### src/rtl/gpio_indirect.sv
`timescale 1ns/1ps
module gpio_indirect #(
  parameter int DW   = 8,
  parameter int NA_W = 3,
  parameter int NB_W = 8
) (
  input  logic            clk,
  input  logic            rst_n,
  input  logic            ce,
  input  logic            sel,
  input  logic            wr_en,
  input  logic [DW-1:0]   wdata,
  output logic [DW-1:0]   rdata,
  input  logic [NA_W-1:0] na_in,
  output logic [NA_W-1:0] na_out,
  output logic [NA_W-1:0] na_oe,
  input  logic [NB_W-1:0] wb_in,
  output logic [NB_W-1:0] wb_out,
  output logic [NB_W-1:0] wb_oe
);
  localparam logic [DW-1:0] IX_NA_DAT = DW'(0);
  localparam logic [DW-1:0] IX_NA_DIR = DW'(1);
  localparam logic [DW-1:0] IX_WB_DAT = DW'(2);
  localparam logic [DW-1:0] IX_WB_DIR = DW'(3);

  logic [DW-1:0]   idx_q;
  logic [NA_W-1:0] na_dat, na_dir, na_s1, na_s2;
  logic [NB_W-1:0] wb_dat, wb_dir, wb_s1, wb_s2;

  logic wr_idx, wr_win;
  assign wr_idx = ce & wr_en & ~sel;
  assign wr_win = ce & wr_en & sel;

  always_ff @(posedge clk or negedge rst_n) begin
    if (!rst_n) begin
      idx_q  <= '0;
      na_dat <= '0;
      na_dir <= '0;
      wb_dat <= '0;
      wb_dir <= '0;
      na_s1  <= '0;
      na_s2  <= '0;
      wb_s1  <= '0;
      wb_s2  <= '0;
    end else if (ce) begin
      na_s1 <= na_in;
      na_s2 <= na_s1;
      wb_s1 <= wb_in;
      wb_s2 <= wb_s1;
      if (wr_idx) idx_q <= wdata;
      if (wr_win) begin
        case (idx_q)
          IX_NA_DAT: na_dat <= wdata[NA_W-1:0];
          IX_NA_DIR: na_dir <= wdata[NA_W-1:0];
          IX_WB_DAT: wb_dat <= wdata[NB_W-1:0];
          IX_WB_DIR: wb_dir <= wdata[NB_W-1:0];
          default: ;
        endcase
      end
    end
  end

  assign na_out = na_dat;
  assign wb_out = wb_dat;
  assign na_oe  = ~na_dir;
  assign wb_oe  = ~wb_dir;

  logic [NA_W-1:0] na_rb;
  logic [NB_W-1:0] wb_rb;
  assign na_rb = (na_s2 & na_dir) | (na_dat & ~na_dir);
  assign wb_rb = (wb_s2 & wb_dir) | (wb_dat & ~wb_dir);

  always_comb begin
    rdata = '0;
    if (!sel) rdata = idx_q;
    else begin
      case (idx_q)
        IX_NA_DAT: rdata[NA_W-1:0] = na_rb;
        IX_NA_DIR: rdata[NA_W-1:0] = na_dir;
        IX_WB_DAT: rdata[NB_W-1:0] = wb_rb;
        IX_WB_DIR: rdata[NB_W-1:0] = wb_dir;
        default: rdata = '0;
      endcase
    end
  end


  idx_store_chk: assert property (@(posedge clk) disable iff (!rst_n)
    wr_idx |=> idx_q == $past(wdata));


  wb_drive_chk: assert property (@(posedge clk) disable iff (!rst_n)
    (wr_win && idx_q == IX_WB_DAT) |=> wb_out == $past(wdata[NB_W-1:0]));


  na_oe_chk: assert property (@(posedge clk) disable iff (!rst_n)
    (wr_win && idx_q == IX_NA_DIR) |=> na_oe == ~$past(wdata[NA_W-1:0]));


  ce_hold_chk: assert property (@(posedge clk) disable iff (!rst_n)
    !ce |=> ($stable(idx_q) && $stable(na_out) && $stable(wb_out) &&
             $stable(na_oe) && $stable(wb_oe) && $stable(wb_s2) && $stable(na_s2)));


  oob_ignore_chk: assert property (@(posedge clk) disable iff (!rst_n)
    (wr_win && idx_q > IX_WB_DIR) |=> ($stable(na_out) && $stable(wb_out) &&
                                       $stable(na_oe) && $stable(wb_oe)));


  narrow_hi_chk: assert property (@(posedge clk) disable iff (!rst_n)
    (sel && (idx_q == IX_NA_DAT || idx_q == IX_NA_DIR)) |-> rdata[DW-1:NA_W] == '0);
endmodule

### config.mk
export PLATFORM = sky130hd
export DESIGN_NAME = gpio_indirect
export DESIGN_NICKNAME = d
export VERILOG_FILES = /design/src/rtl/gpio_indirect.sv
export SDC_FILE = /design/constraint.sdc
export NUM_CORES = 1
export LEC_CHECK = 0
export ABC_AREA = 1
export CAP_MARGIN = 10
export CORE_MARGIN = 2
export CORE_UTILIZATION = 38
export DETAILED_ROUTE_END_ITERATION = 8
export GPL_ROUTABILITY_DRIVEN = 0
export HOLD_SLACK_MARGIN = 0.08
export PLACE_DENSITY_LB_ADDON = 0.2
export REMOVE_ABC_BUFFERS = 1
export SYNTH_ARGS = -nofsm -noshare
export SYNTH_HDL_FRONTEND = slang
export SYNTH_SLANG_ARGS = --single-unit
### constraint.sdc
create_clock -name clk -period 1.65 [get_ports clk]
set_input_delay 0.33 -clock clk [delete_from_list [all_inputs] [get_ports clk]]
set_output_delay 0.33 -clock clk [all_outputs]
set_load 0.05 [all_outputs]
==> out/qor.log, run 1 <==
qor: run_status.status finished with violations
qor: run_status.failing_checks negative setup slack
qor: power_and_ir_drop.power.density 799 nW/um^2
qor: grt.number_of_antenna_violations_at_the_first_check_in_global_routing 0
qor: finish.multiInputGateArea 1050 um^2
qor: logic_synthesis.post_synth_mux_area_share 1.82%
qor: logic_synthesis.postSynthRegisterBits 52
qor: logic_synthesis.synth_top_cell_by_area dfrtp_1
qor: logic_synthesis.number_of_synthesized_flops_with_an_enable_pin 0
qor: critical_path.cp_top_delay_family buffers and inverters
qor: detailed_routing.detailedRoute.firstIterationViolations 105
qor: critical_path.worst_setup_path_start_kind register
qor: logic_synthesis.synthAdderAreaFrac 0%
qor: logic_synthesis.synth.most_common_cell nand2_1
qor: floorplanning.io-pin-count 54
qor: logic_synthesis.postSynthAreaPerCell 8.36 um^2
qor: power_and_ir_drop.irDropWorstVdd 0.000478 V
qor: logic_synthesis.ys.flop_type dfrtp_1
qor: logic_synthesis.synth.yosys.warnings 0
qor: logic_synthesis.dominant_combinational_cell_family_by_area_after_synthesis simple AND/OR/NAND/NOR gates
qor: detailed_routing.via_count 2198
qor: logic_synthesis.post_synth_and_or_nand_nor_area_fraction 21.8%
qor: placement.dp_hpwl 4070 um
qor: floorplanning.placementRows 29
qor: power_and_ir_drop.total_power 2.99 mW
qor: grt.number_of_global_route_vias_before_repair 2117
qor: grt.globalRoute.totalOverflow 0
qor: critical_path.crit-reg2reg-launch idx_q[0]
qor: clock_tree.cts_root_buf clkbuf_8
qor: logic_synthesis.netlist_area 2470 um^2
qor: critical_path.critical_path_class register to output port
qor: logic_synthesis.commonest_cells_post_synth nand2_1, dfrtp_1, o21ai_0
qor: grt.global_route_wire_length_before_repair 9580 um
qor: critical_path.crit_arrival 1.66 ns
qor: critical_path.cp_startpoint idx_q[7]
qor: logic_synthesis.synth_top_cell_area_share 52.6%
qor: sta.slew_headroom 73.5%
qor: placement.dpl.cell_count 443
qor: sta.fin_worst_hold_slack 0.488 ns
qor: logic_synthesis.synth.distinct_cells 21
qor: sta.totalNegativeSetupSlack -2.47 ns
qor: critical_path.crit_fanout 5
qor: placement.dpl-instance-area 3410 um^2
qor: sta.finalHoldViolCount 0
qor: sta.period_needed 1.99 ns
qor: logic_synthesis.synthTopCellsByArea dfrtp_1, nand2_1, o21ai_0
qor: finish.stdcell_area 3730 um^2
qor: critical_path.crit_required 1.32 ns
qor: floorplanning.total_die_area 7170 um^2
qor: clock_tree.h-tree-depth 2
qor: logic_synthesis.ys_async_sr_fraction 100%
qor: critical_path.crit_path_cell_trace nor2_1, nand2_2, clkinv_4, buf_6, nand3_1, o21ai_1, nand2_1, o21ai_2, buf_4, buf_12
qor: sta.grt_setup_unrepaired true
qor: sta.maxSlewViolCount 0
qor: clock_tree.cts.path.max_buffers 2
qor: min_path.hold_path.class register to register
qor: sta.fin_worst_skew 0.0101 ns
qor: logic_synthesis.compound_gate_fraction_of_synth_area 15.0%
qor: finish.antennaDiodeCount 0
qor: clock_tree.clkSinkCount 52
qor: clock_tree.clock_buffer_count_from_cts 5
qor: sta.setup_violations 8
qor: sta.worst_slack -0.336 ns
qor: grt.grt_start_max_net_pins 53
qor: critical_path.biggest_cell_delay_along_the_critical_path 0.39 ns
qor: finish.final_cells 462
qor: finish.synthToLayoutAreaGrowth 50.9%
qor: min_path.min_from na_s1[2]
qor: critical_path.critPathSlowestCell dfrtp_1
qor: logic_synthesis.synth-xor-area-share 0%
qor: critical_path.worstPathBufferInverterCount 4
qor: detailed_routing.drt_pass1_iterations 4
qor: logic_synthesis.syn-instance-count 296
qor: clock_tree.clkSlewWorstSetupHoldPaths 0.10 ns
qor: power_and_ir_drop.p_leak 1.83 nW
qor: detailed_routing.average_wire_per_standard_cell 12.5 um
qor: sta.fmaxAchievable 503 MHz
qor: grt.global_route.usage.total 16.7%
qor: sta.finalCritPeriodShare 120%
qor: critical_path.worst_setup_end_kind output port
qor: detailed_routing.vias_per_cell 4.76
qor: detailed_routing.detail-route-antenna-nets 0
qor: floorplanning.start_util 39.2%
qor: sta.worst_pin_slew 0.396 ns
qor: run.maxCapViolCount 0
qor: clock_tree.clkLatencyLatePin 0.31 ns
qor: finish.final.fill_count 573
qor: finish.area.sequential 1300 um^2
qor: clock_tree.clock_tree_from_tritoncts yes
qor: finish.post_route_cells_drive_above_1_share 31.2%
qor: placement.io_buffer_count 53
qor: floorplanning.dieWidth 84.7 um
qor: finish.finalNetCount 408
qor: floorplanning.die_height 84.7 um
qor: detailed_routing.drt_drc_violations_left 0
qor: floorplanning.design.core.area 6310 um^2
qor: detailed_routing.route.final.wire_length 5790 um
qor: logic_synthesis.synth-seq-area-share 52.6%
stage by stage:
| stage | setup slack [ns] | utilization (%) |
|---|---|---|
| final | -0.336 | 59.2 |
| after global routing | -0.441 | 59.2 |
| after CTS | -0.358 | 57.6 |
| after detailed placement | -0.370 | 54.1 |
| after global placement | -0.334 | 54.1 |
| after floorplan | -0.292 | - |
area by class of cell:
type,count,share of cell area (%)
tap,77,2.58
clock inverter,1,0.201
timing repair buffer,91,27.6
multi-input combinational,192,28.1
clock buffer,7,2.31
inverter,42,4.36
sequential,52,34.8
cell families (layout without fill, tap and decap cells):
logic type      count (synthesis)  after routing
mux                             4              4
compound gates                 71             71
buf+inv                        52            141
flops                          52             52
simple gates                  117            117
state kept, by name (all words and copies together), names as in the netlist:
register,cells
idx_q,8
wb_s1,8
na_s2,3
na_out,3
na_s1,3
wb_dir,8
na_dir,3
wb_s2,8
wb_out,8
layout by cell type (no fill, tap or decap):
master and count:
a21oi_1 12, buf_12 21, buf_2 1, buf_4 40, buf_6 5, buf_8 1
clkbuf_1 1, clkbuf_8 6, clkdlybuf4s50_1 21, clkinv_4 1, clkinvlp_4 1, dfrtp_1 52
dlygate4sd3_1 1, dlymetal6s2s_1 1, inv_1 40, inv_2 1, mux2_2 4, nand2_1 65
nand2_2 8, nand2_4 3, nand3_1 6, nand3_2 10, nand4_1 1, nor2_1 17
nor2_2 3, nor2_4 2, nor2_8 2, o21ai_0 36, o21ai_1 12, o21ai_2 11
worst paths after layout:
path,endpoint,slack (ns),cells after the start
worst max-delay path,rdata[3],-0.34,10
worst max register to register,wb_out[4],0.10,10
worst min-delay path,na_s2[2],0.49,2
max in group asynchronous,na_s2[2],0.87,3
worst min register to register,na_s2[2],0.49,2
min in group asynchronous,wb_s1[0],0.52,3
power breakdown:
part | internal (mW) | leakage, nW | switching [mW]
registers | 1.38 | 0.574 | 0.0597
logic | 0.358 | 1.21 | 0.428
clock network | 0.342 | 0.0445 | 0.418
tightest hold or removal path: cells and delay by family, from the launching register on:
family	cells	cell delay, ns
AOI/OAI and AO/OA	1	0.06
DFF	1	0.35
and+or+nand+nor	1	0.05
timing repair:
action	4_1_cts	5_1_grt
endpoints found under the setup margin	8	16
hold endpoints to repair	52	0
buffers inserted	6	4
hold buffers	1	0
pin swaps	17	17
resized for setup	30	19
per-layer routing:
layer	part of all wire, %	track usage [%]	vias to the layer above
met5	0	0	-
met4	0.93	3.75	0
met3	4.9	3.93	7
met2	47	26.7	53
met1	47	23.1	1017
li1	-	-	1121
Power figures use the tool's default switching activity.
==> inputs of run 2 (changes only) <==
- SLEW_MARGIN: not set -> 10
==> results of run 2 <==
Final layout, timing and power as in run 1 (identical DEF).
==> inputs of run 3 (changes only) <==
- SETUP_SLACK_MARGIN: not set -> 0.4
==> run 3 against run 2 <==
Net effect: the run still ends with negative setup slack left; combinational power rose by 5.3%; flip-flop and latch count unchanged; design area grew 6.7%; die area is the same; via count is 5.0% higher; highest routed layer unchanged; wire length increased by 13%; global-route usage is 1.4 points higher; fmax decreased by 2.2%; critical path depth down 1; sequential share of layout area down 2.2 points.
==> out/qor.log, run 3 (synthesized netlist as in run 1, its figures left out) <==
qor: clock_tree.cts_root_buf clkbuf_8
qor: sta.totalNegativeSetupSlack -2.84 ns [-0.369 ns]
qor: clock_tree.clkSlewWorstSetupHoldPaths 0.10 ns [about the same]
qor: finish.finalNetCount 417 [+2.2%]
qor: run.maxCapViolCount 0 [unchanged]
qor: critical_path.worst-r2r-cell-count 11 [+1]
qor: power_and_ir_drop.total_power 3.04 mW [+1.8%]
qor: min_path.hold_path.class register to register
qor: finish.area.sequential 1300 um^2 [unchanged]
qor: placement.io_buffer_count 53 [unchanged]
qor: min_path.hold-path-endpoint na_s2[2]
qor: grt.grt_start_max_net_pins 53 [unchanged]
qor: critical_path.worst_setup_path_start_kind register
qor: clock_tree.clock_buffer_count_from_cts 5 [unchanged]
qor: critical_path.worst_setup_end_kind output port
qor: detailed_routing.via_count 2308 [+5.0%]
qor: power_and_ir_drop.power.density 763 nW/um^2 [-4.6%]
qor: detailed_routing.detailedRoute.firstIterationViolations 125 [+19%]
qor: power_and_ir_drop.irDropWorstVdd 0.000479 V [+0.20%]
qor: floorplanning.placementRows 29 [unchanged]
qor: sta.fmaxAchievable 492 MHz [-2.2%]
qor: clock_tree.cts.path.max_buffers 2 [unchanged]
qor: sta.slew_headroom 75.5% [+1.9 points]
qor: critical_path.worst_r2r_endpoint wb_out[7]
qor: sta.period_needed 2.03 ns [+0.0453 ns]
qor: finish.multiInputGateArea 1150 um^2 [+9.8%]
qor: grt.globalRoute.totalOverflow 0 [unchanged]
qor: floorplanning.io-pin-count 54 [unchanged]
qor: detailed_routing.route.final.wire_length 6550 um [+13%]
qor: placement.dpl-instance-area 3410 um^2 [unchanged]
qor: critical_path.crit_fanout 8 [+3]
qor: sta.fin_worst_skew 0.00933 ns [-0.000818 ns]
qor: sta.finalCritPeriodShare 123% [+2.7 points]
qor: placement.pre_cts_ws -0.370 ns [unchanged]
qor: sta.maxSlewViolCount 0 [unchanged]
qor: floorplanning.die_height 84.7 um [unchanged]
qor: sta.finalHoldViolCount 0 [unchanged]
qor: finish.post-route-util 63.1% [+4.0 points]
qor: sta.worst_pin_slew 0.368 ns [-0.0283 ns]
qor: finish.final.fill_count 518 [-9.6%]
qor: clock_tree.clock_tree_from_tritoncts yes
qor: sta.grt_setup_unrepaired true
qor: detailed_routing.vias_per_cell 4.90 [+3.0%]
qor: floorplanning.design.core.area 6310 um^2 [unchanged]
qor: critical_path.critical_path_class register to output port
qor: grt.number_of_global_route_vias_before_repair 2216 [+4.7%]
qor: grt.number_of_antenna_violations_at_the_first_check_in_global_routing 0 [unchanged]
qor: finish.layout.cells.most_common nand2_1
qor: detailed_routing.drt_drc_violations_left 0 [unchanged]
qor: finish.post_route_cells_drive_above_1_share 39.3% [+8.2 points]
qor: finish.stdcell_area 3990 um^2 [+6.7%]
qor: clock_tree.h-tree-depth 2 [unchanged]
qor: critical_path.crit_arrival 1.70 ns [+0.04 ns]
qor: sta.setup_violations 14 [+6]
qor: grt.global_route_wire_length_before_repair 10400 um [+8.2%]
qor: floorplanning.total_die_area 7170 um^2 [unchanged]
qor: min_path.min_from na_s1[2]
qor: run_status.failing_checks negative setup slack
qor: min_path.whs_path_depth 2 [unchanged]
qor: critical_path.crit_required 1.32 ns [about the same]
qor: finish.antennaDiodeCount 0 [unchanged]
qor: floorplanning.start_util 39.2% [unchanged]
qor: detailed_routing.drt_pass1_iterations 4 [unchanged]
qor: sta.worst_slack -0.382 ns [-0.0453 ns]
qor: clock_tree.clkLatencyLatePin 0.31 ns [about the same]
qor: finish.layout_common_cells nand2_1, dfrtp_1, inv_1, buf_4, o21ai_0
qor: critical_path.timing.reg2reg.setup_slack -0.02 ns [-0.12 ns]
qor: finish.synthToLayoutAreaGrowth 61.0%
qor: detailed_routing.average_wire_per_standard_cell 13.9 um [+11%]
qor: detailed_routing.detail-route-antenna-nets 0 [unchanged]
qor: clock_tree.clkSinkCount 52 [unchanged]
qor: grt.global_route.usage.total 18.1% [+1.4 points]
qor: power_and_ir_drop.p_leak 1.95 nW [+6.2%]
qor: critical_path.crit-reg2reg-launch idx_q[4]
qor: placement.dp_hpwl 4070 um [unchanged]
qor: floorplanning.dieWidth 84.7 um [unchanged]
qor: run_status.status finished with violations
run 3: power breakdown:
group / internal [mW] / leakage (nW) / switching [mW] / total (mW)
combinational: 0.377 / 1.33 / 0.451 / 0.828
sequential: 1.38 / 0.574 / 0.0653 / 1.45
clock: 0.342 / 0.0445 / 0.424 / 0.766
run 3: stage by stage:
| stage | std cells | hold slack [ns] |
|---|---|---|
| after floorplan | 286 | 0.0344 |
| after global placement | 443 | 0.347 |
| after detailed placement | 443 | 0.349 |
| after CTS | 466 | 0.495 |
| after global routing | 471 | 0.522 |
| final | 471 | 0.488 |
run 3: per-layer routing:
layer / vias up / global-route usage, % / wire length (um)
met4: 0 / 4.04 / 110
met1: 1084 / 25.1 / 2890
met3: 12 / 3.74 / 302
met5: - / 0 / 0
met2: 65 / 29.3 / 3240
li1: 1147 / - / -
run 3: cell type report:
class                   count  area share [%]
flip-flops and latches     52            32.7
clock inverters             1           0.188
inverters                  42            4.08
repair buffers             99            29.5
clock buffers               7            2.17
well taps                  77            2.42
multi-input cells         193            28.9
run 3: timing repair:
| action | in CTS | in global routing |
|---|---|---|
| pin swaps | 23 | 22 |
| gates cloned | 2 | 1 |
| hold buffers | 1 | 0 |
| endpoints found under the setup margin | 52 | 59 |
| setup buffers | 12 | 4 |
| gates resized for setup | 59 | 58 |
| endpoints found under the hold margin | 52 | 0 |
run 3: worst max-delay path by stage:
| stage | start | endpoint | slack (ns) |
|---|---|---|---|
| finish | idx_q[4] | rdata[2] | -0.38 |
| global route | idx_q[4] | rdata[3] | -0.47 |
| CTS | idx_q[5] | rdata[1] | -0.36 |
| detailed placement | sel | rdata[5] | -0.37 |
| global placement | sel | rdata[5] | -0.33 |
| floorplan | wb_out[6] | rdata[6] | -0.29 |
run 3: worst max-delay path, cell delays in order (launching register included):
cell      delay, ns
dfrtp_1        0.41
nor2_2         0.13
nand2_2        0.11
clkinv_4       0.11
buf_8          0.14
nand3_1        0.08
nand2_2        0.08
o21ai_1        0.05
nand2_1        0.13
buf_12         0.15
